### src/rtl/isb_pkg.sv
package isb_pkg;

    typedef enum logic [2:0] {
        ST_PASS = 3'd0,
        ST_IDLE = 3'd1,
        ST_NOP  = 3'd2,
        ST_JOP  = 3'd3,
        ST_JLO  = 3'd4,
        ST_JHI  = 3'd5
    } isb_state_e;

    localparam logic [7:0] OP_NOP = 8'hEA;
    localparam logic [7:0] OP_ALT = 8'h11;
    localparam logic [7:0] OP_JMP = 8'h4C;

    // successor of a state when a fresh cartridge read arrives
    function automatic isb_state_e step_state(isb_state_e s, logic pend, logic alt);
        isb_state_e n;
        case (s)
            ST_IDLE: n = pend ? (alt ? ST_NOP : ST_JOP) : ST_IDLE;
            ST_NOP:  n = ST_JOP;
            ST_JOP:  n = ST_JLO;
            ST_JLO:  n = ST_JHI;
            ST_JHI:  n = ST_PASS;
            default: n = ST_PASS;
        endcase
        return n;
    endfunction

    // byte presented for a state
    function automatic logic [7:0] state_byte(isb_state_e s, logic alt,
                                              logic [7:0] lo, logic [7:0] hi);
        logic [7:0] b;
        case (s)
            ST_IDLE: b = alt ? OP_ALT : OP_NOP;
            ST_NOP:  b = OP_NOP;
            ST_JOP:  b = OP_JMP;
            ST_JLO:  b = lo;
            ST_JHI:  b = hi;
            default: b = 8'h00;
        endcase
        return b;
    endfunction

endpackage

### src/rtl/isb_fetch_tag.sv
module isb_fetch_tag #(
    parameter int AW = 13
) (
    input  logic          clk,
    input  logic          rst,
    input  logic          rd,
    input  logic [AW-1:0] addr,
    input  logic          clear,
    output logic          cart_rd,
    output logic          fresh
);
    logic [AW-1:0] last_q;
    logic          have_q;

    assign cart_rd = rd & addr[AW-1];
    assign fresh   = cart_rd & (!have_q || (addr != last_q));

    always_ff @(posedge clk) begin
        if (rst || clear) begin
            have_q <= 1'b0;
            last_q <= '0;
        end else if (cart_rd) begin
            have_q <= 1'b1;
            last_q <= addr;
        end
    end
endmodule

### src/rtl/isb_budget.sv
module isb_budget #(
    parameter int AW = 13
) (
    input  logic          clk,
    input  logic          rst,
    input  logic          clear,
    input  logic          active,
    input  logic          fresh,
    input  logic [AW-2:0] offset,
    input  logic [AW-1:0] threshold,
    output logic          low
);
    localparam int OW = AW - 1;
    localparam logic [AW-1:0] WINDOW = AW'(1) << OW;

    logic [AW-1:0] rem_q;
    logic          loaded_q;

    always_ff @(posedge clk) begin
        if (rst || clear) begin
            rem_q    <= '0;
            loaded_q <= 1'b0;
        end else if (active && fresh) begin
            if (!loaded_q) begin
                rem_q    <= WINDOW - {1'b0, offset};
                loaded_q <= 1'b1;
            end else if (rem_q != '0) begin
                rem_q <= rem_q - 1'b1;
            end
        end
    end

    assign low = active & loaded_q & (rem_q <= threshold);
endmodule

### src/rtl/isb_seq.sv
module isb_seq
    import isb_pkg::*;
(
    input  logic       clk,
    input  logic       rst,
    input  logic       idle_req,
    input  logic       release_req,
    input  logic       alt,
    input  logic       fresh,
    output isb_state_e state_q,
    output isb_state_e shown,
    output logic       enter
);
    logic pend_q;

    assign enter = (state_q == ST_PASS) && idle_req;
    assign shown = fresh ? step_state(state_q, pend_q, alt) : state_q;

    always_ff @(posedge clk) begin
        if (rst) begin
            state_q <= ST_PASS;
            pend_q  <= 1'b0;
        end else begin
            if (enter)
                state_q <= ST_IDLE;
            else if (fresh)
                state_q <= shown;

            if (state_q != ST_IDLE || (fresh && shown != ST_IDLE))
                pend_q <= 1'b0;
            else if (release_req)
                pend_q <= 1'b1;
        end
    end
endmodule

### src/rtl/idle_stuffer.sv
module idle_stuffer
    import isb_pkg::*;
#(
    parameter int AW = 13
) (
    input  logic          clk,
    input  logic          rst,
    input  logic [AW-1:0] addr,
    input  logic          rd,
    input  logic          idle_req,
    input  logic          release_req,
    input  logic          alt_idle,
    input  logic [AW-1:0] resume_addr,
    input  logic [AW-1:0] budget_threshold,
    output logic [7:0]    data_out,
    output logic          data_oe,
    output logic          budget_low,
    output logic [2:0]    state
);
    localparam int HB = AW - 8;

    logic       cart_rd, fresh, enter;
    isb_state_e st_q, shown;
    logic [7:0] lo_b, hi_b;

    assign lo_b = resume_addr[7:0];
    assign hi_b = {{(8-HB){1'b0}}, resume_addr[AW-1:8]};

    isb_fetch_tag #(.AW(AW)) u_tag (
        .clk(clk), .rst(rst), .rd(rd), .addr(addr), .clear(enter),
        .cart_rd(cart_rd), .fresh(fresh)
    );

    isb_seq u_seq (
        .clk(clk), .rst(rst), .idle_req(idle_req), .release_req(release_req),
        .alt(alt_idle), .fresh(fresh), .state_q(st_q), .shown(shown),
        .enter(enter)
    );

    isb_budget #(.AW(AW)) u_bud (
        .clk(clk), .rst(rst), .clear(enter), .active(st_q == ST_IDLE),
        .fresh(fresh), .offset(addr[AW-2:0]), .threshold(budget_threshold),
        .low(budget_low)
    );

    assign data_oe  = cart_rd && (shown != ST_PASS);
    assign data_out = data_oe ? state_byte(shown, alt_idle, lo_b, hi_b) : 8'h00;
    assign state    = st_q;
endmodule

### config.mk
export PLATFORM = sky130hd
export DESIGN_NAME = idle_stuffer
export DESIGN_NICKNAME = d
export VERILOG_FILES = /design/src/rtl/isb_pkg.sv /design/src/rtl/isb_fetch_tag.sv /design/src/rtl/isb_budget.sv /design/src/rtl/isb_seq.sv /design/src/rtl/idle_stuffer.sv
export SDC_FILE = /design/constraint.sdc
export NUM_CORES = 1
export LEC_CHECK = 0
export BUFFER_PORTS_ARGS = -buffer_cell sky130_fd_sc_hd__buf_2
export CAP_MARGIN = 40
export CORE_MARGIN = 3
export CORE_UTILIZATION = 54
export CTS_CLUSTER_SIZE = 12
export DETAILED_ROUTE_END_ITERATION = 8
export PLACE_DENSITY = 0.8
export REMOVE_ABC_BUFFERS = 1
export SKIP_LAST_GASP = 1
export SYNTH_ARGS = -nofsm -noshare
export SYNTH_HDL_FRONTEND = slang
export SYNTH_SLANG_ARGS = --single-unit
### constraint.sdc
create_clock -name clk -period 2.7 [get_ports clk]
set_clock_uncertainty 0.05 [all_clocks]
set_input_delay 0.135 -clock clk [delete_from_list [all_inputs] [get_ports clk]]
set_output_delay 0.135 -clock clk [all_outputs]
set_load 0.01 [all_outputs]
## Word level (Yosys, flattened, before mapping)

Cells that the tools add are included.

| word-level totals | value |
|---|---|
| bits in registers | 32 |
| bits of input ports | 45 |
| output and inout port bits | 13 |
| logic and storage cells | 53 |

| cells by class | value |
|---|---|
| add/subtract/negate cells | 2 |
| $lt $le $gt $ge | 1 |
| equal/unequal tests | 13 |
| mux-type cells | 11 |
| bitwise operators | 4 |
| reduce and logical (&&, ||, !) cells | 15 |

Operators by type and width:

| cell | number |
|---|---|
| one-hot mux 8 bit (5 select lines) | 1 |
| two-way mux 13 bit | 2 |
| two-way mux 8 bit | 2 |
| less-or-equal comparator 13 bit | 1 |
| inequality test 13 bit | 1 |
| nonzero test 13 bit | 1 |
| subtractor 13 x 1 -> 13 bit (second input constant) | 1 |
| subtractor 13 x 12 -> 13 bit (first input constant) | 1 |
| == test 3 x 2 -> 1 bit (second input constant) | 4 |
| one-hot mux 3 bit (4 select lines) | 1 |
| == test 3 bit (second input constant) | 3 |
| == test 3 x 1 -> 1 bit (second input constant) | 2 |
| two-way mux 3 bit | 2 |
| inequality test 3 x 1 -> 1 bit (second input constant) | 2 |
| bitwise AND 1 bit | 4 |
| logical AND 1 bit | 4 |
| OR reduction 2 bit | 2 |
| logical NOT 3 bit | 1 |
| logical OR 1 bit | 3 |
| two-way mux 1 bit | 3 |
| nonzero test 3 bit | 1 |
| inequality test 2 bit (second input constant) | 1 |
| AND reduction 2 bit | 1 |
| nonzero test 2 bit | 1 |
| logical NOT 1 bit | 1 |

## Longest topological paths before layout

| depth | value |
|---|---|
| depth in word-level cells | 8 |
| gate-level depth with buffers | 11 |
| gate-level depth less buffers | 9 |

## Hierarchy

Synthesis repeated with hierarchy kept, for this count alone.

| second synthesis, totals | value |
|---|---|
| cells, all modules | 336 |
| area total of the unflattened synthesis | 2,668.8 um^2 |

Modules (own cells, without submodules):

| module | times used | cells each | area an instance (um^2) | seq. area each (um^2) |
|---|---|---|---|---|
| isb_budget | 1 | 186 | 1,425.1 | 280.3 |
| isb_fetch_tag | 1 | 79 | 684.4 | 280.3 |
| idle_stuffer | 1 | 42 | 315.3 | 0.0 |
| isb_seq | 1 | 29 | 244.0 | 80.1 |

## Worst setup path before layout

No wires, ideal clock.

| timing path | value |
|---|---|
| path kind | reg2out |
| start | register u_tag.last_q[5] |
| end | output port data_out[0] |
| arrival | 2.210 ns |
| data required time | 2.515 ns |
| path slack | 0.305 ns |
| stages on the path, launching flop included | 10 |
| buffers on the path | 0 |
| cell sequence | dfxtp_1 > xnor2_1 > nand4_1 > or4_1 > nand2_1 > a22o_1 > ha_1 > inv_1 > o21ai_1 > a31oi_1 |

| on the way | value |
|---|---|
| cells in the longest elaborated chain, start to end | 7 |
| elaborated cells between the ends (all ways) | 13 |
| those cells by class | eq/ne (6); mux (3); bitwise (1); reduce/logical (3) |

Ends and longest elaborated chain:

| item | RTL line | RTL |
|---|---|---|
| start, declared | isb_fetch_tag.sv:12 | `logic [AW-1:0] last_q;` |
| start signal, assigned | isb_fetch_tag.sv:24 | `last_q <= addr;` |
| inequality test 13 bit * | isb_fetch_tag.sv:16 | `assign fresh = cart_rd & (!have_q \|\| (addr != last_q));` |
| logical OR 1 bit * | isb_fetch_tag.sv:16 |  |
| bitwise AND 1 bit * | isb_fetch_tag.sv:16 |  |
| two-way mux 3 bit * | isb_seq.sv:17 | `assign shown = fresh ? step_state(state_q, pend_q, alt) : state_q;` |
| net shown[1] | idle_stuffer.sv:23 | `isb_state_e st_q, shown;` |
| == test 3 bit, or another cell as far along | isb_pkg.sv:34 | `case (s)` |
| one-hot mux 8 bit (5 select lines) or logical AND 1 bit (tied branches) | isb_pkg.sv:34, idle_stuffer.sv:46 |  |
| two-way mux 8 bit * | idle_stuffer.sv:47 | `assign data_out = data_oe ? state_byte(shown, alt_idle, lo_b, hi_b) : 8'h00;` |
| end, declared | idle_stuffer.sv:15 | `output logic [7:0] data_out,` |

Mark *: on every way through the listed nets, which the timed path passes. The rest lies on a longest branch.

## Worst setup path after layout

| timing path | value |
|---|---|
| start | register u_tag.last_q[9] |
| end | output port data_out[4] |

The elaborated chain is that of the path after synthesis.

==> impl_metrics.env <==
export IMPL_port_buffer_count=57
export IMPL_min_to="u_seq.pend_q"
export IMPL_yosysTopAreaCellShare=0.260
export IMPL_start_util=0.587
export IMPL_total_power_mw=1.14
export IMPL_grtUsageTotal=0.252
export IMPL_ys_flop_type="dfxtp_1"
export IMPL_rsz0062_at_grt="yes"
export IMPL_wl_met1_um=3070
export IMPL_placed_area_um2=2850
export IMPL_yosysTopAreaCell="dfxtp_1"
export IMPL_synth_area_per_cell_um2=7.43
export IMPL_worstPathArrival_ns=2.54
export IMPL_p_seq_frac=0.436
export IMPL_hold_depth=3
export IMPL_r2r_cells=10
export IMPL_gp_congestion=0.894
export IMPL_p_clk_frac=0.330
export IMPL_io_pins=58
export IMPL_postLayoutCoreUtil=0.755
export IMPL_hold_class="input pin to flop"
export IMPL_cts_sinks=32
export IMPL_maxCapViolCount=0
export IMPL_layout_drive_gt1_share=0.325
export IMPL_post_route_cell_area_um2=3170
export IMPL_place_inst=436
export IMPL_cts_tree="done"
export IMPL_drt_pass1_iter_count=5
export IMPL_rows=23
export IMPL_yosysMostFrequentCell="nand2_1"
export IMPL_drt_initial_drc_count=238
export IMPL_cp_start_kind="flop"
export IMPL_worst_slack_ns=-0.0281
export IMPL_whs_ns=0.0618
export IMPL_grt_max_degree=17
export IMPL_die_w_um=73.6
export IMPL_setup_violations=6
export IMPL_internal_power_mw=0.790
export IMPL_p_sw_frac=0.307
export IMPL_hold_start="release_req"
export IMPL_tightest_slew_ns=0.494
export IMPL_endpoint_kind="output pin"
export IMPL_highest_layer="met4"
export IMPL_syn_area_um2=2470
export IMPL_combPwrFrac=0.234
export IMPL_clock_path_buffers=2
export IMPL_vdd_drop_max_mv=0.365
export IMPL_drt_antenna_violating_nets=0
export IMPL_async_flop_share=0
export IMPL_ys_seq_area_frac=0.260
export IMPL_synth_distinct_cells=50
export IMPL_violations="setup timing"
export IMPL_core_area_um2=4200
export IMPL_crit_fanout=8
export IMPL_die_h_um=73.6
export IMPL_cts_root_buf="clkbuf_8"
export IMPL_run_status="complete, but fails checks"
export IMPL_wl_met3_um=433
export IMPL_dp_hpwl_um=4750
export IMPL_area_delta_synth_final_pct=28.6
export IMPL_timing_rr_start="u_bud.rem_q[0]"
export IMPL_synth_area_top_cells="dfxtp_1, ha_1, xnor2_1"
export IMPL_routed_wl_um=7000
export IMPL_clkTransAtPathRegs_ns=0.07
export IMPL_drc=0
export IMPL_vias=2700
export IMPL_cp_required_ns=2.52
export IMPL_grt_pass1_vias=2478
export IMPL_syn_inst=332
export IMPL_slew_headroom=0.671
export IMPL_vias_per_cell=5.88
export IMPL_overflow=0
export IMPL_layout_nets=469
export IMPL_max_freq_mhz=367
export IMPL_wire_per_inst_um=15.2
export IMPL_synth_warning_count=0
export IMPL_power_leakage_nw=1.39
export IMPL_rr_endpoint="u_bud.rem_q[10]"
export IMPL_die_area_um2=5410
export IMPL_ys_top_cells_by_count="nand2_1, a21oi_1, dfxtp_1"
export IMPL_clock_latency_ns=0.29
export IMPL_slew_violations=0
export IMPL_period_share=1.01
export IMPL_cts_max_level=2
export IMPL_stdcell_count=459
export IMPL_power_density_nw_per_um2=360
export IMPL_fin_crit_ns=2.73
export IMPL_grt_pass1_wl_um=10900
export IMPL_synth_edf_count=0
export IMPL_route_met2_wl_um=3340
export IMPL_numCtsBuffers=5
export IMPL_critPathKind="flop to output pin"
export IMPL_final_hold_viol_count=0
export IMPL_ys_ff_latch=32
export IMPL_p_switching_mw=0.351
export IMPL_antenna_found_initial=0
export IMPL_r2r_slack_ns=0.10
export IMPL_diodes=0
-- power by group through the flow --
stage               Clock [mW]  Combinational [mW]  Sequential [mW]
floorplan                    0               0.136            0.508
global placement             0               0.228            0.506
detailed placement           0               0.234            0.507
CTS                      0.375               0.251            0.496
global route             0.400               0.292            0.499
finish                   0.376               0.267            0.498
-- stage by stage --
step | setup TNS (ns) | worst slack [ns]
floorplan | 0 | 0.0481
global placement | -0.773 | -0.152
detailed placement | -0.251 | -0.0757
CTS | -0.00433 | -0.00433
global route | -1.45 | -0.170
finish | -0.0943 | -0.0281
-- layer usage --
layer  vias to the layer above  track usage
li1                       1332            -
met1                      1235        0.333
met2                       112        0.411
met3                        21       0.0438
met4                         0       0.0905
met5                         -            0
-- sequential cells by signal, summed over array words and instances, names as in the netlist --
signal	cells
u_tag.last_q	13
u_seq.pend_q	1
u_seq.state_q	3
u_tag.have_q	1
u_bud.loaded_q	1
u_bud.rem_q	13
-- kinds of logic after synthesis --
kind of cell | after synthesis | synth area share
AOI/OAI and AO/OA | 84 | 0.216
adders and majority gates | 16 | 0.0812
and+or+nand+nor | 136 | 0.288
buffers and inverters | 38 | 0.0619
muxes | 2 | 0.00812
DFF | 32 | 0.260
xor gates and xnor gates | 24 | 0.0852
-- cell usage in the layout, fill, tap and decap left out, types with 4 or more instances in the layout --
cell      Yosys  final
clkbuf_8      0      5
nand4_1       6      6
a21oi_1      32     32
a21o_1        4      4
nor2_1       25     24
a211oi_1      8      5
nand2b_1      6      6
nand2_1      42     42
nand3_1       5      5
o21ai_0      13     12
inv_1        21     19
ha_1         16     15
dfxtp_1      32     24
buf_2         5     57
dfxtp_2       0      8
xnor2_1      21     18
buf_4         1     26
nor3_1       16     16
or4_1         7      5
a22oi_1       7      7
-- final cells by class --
type / count / area, um^2
fillers: 305 / 1030
multi-input cells: 262 / 1770
well taps: 50 / 62.6
inverters: 21 / 78.8
clock buffers: 5 / 68.8
flip-flops and latches: 32 / 651
repair buffers: 86 / 522
clock inverters: 3 / 18.8
-- worst max-delay path by stage --
| stage | startpoint | to | slack [ns] | cells past startpoint |
|---|---|---|---|---|
| 2_1_floorplan | u_bud.rem_q[0] | u_bud.rem_q[10] | 0.05 | 9 |
| 3_3_place_gp | u_bud.rem_q[0] | u_bud.rem_q[8] | -0.15 | 10 |
| 3_5_place_dp | u_bud.rem_q[0] | u_bud.rem_q[8] | -0.08 | 10 |
| 4_1_cts | u_tag.last_q[12] | data_out[4] | -0.004 | 10 |
| 6_report | u_tag.last_q[9] | data_out[4] | -0.03 | 10 |
| 5_1_grt | u_tag.last_q[9] | data_out[1] | -0.17 | 11 |
-- critical path, cell delays in order (launching register included) --
cell,delay [ns]
dfxtp_1,0.34
xnor2_1,0.17
nand4_1,0.18
or4_4,0.56
nand2_1,0.12
a22o_1,0.18
ha_1,0.25
inv_2,0.07
o21ai_4,0.08
a31oi_1,0.16
buf_2,0.15
-- what timing repair did --
action	CTS	global route
hold buffers	1	0
buffers inserted	10	4
setup endpoints to repair	17	18
gates resized for setup	12	17
hold endpoints to repair	2	0
pin swaps	10	15
Power figures use the tool's default switching activity.
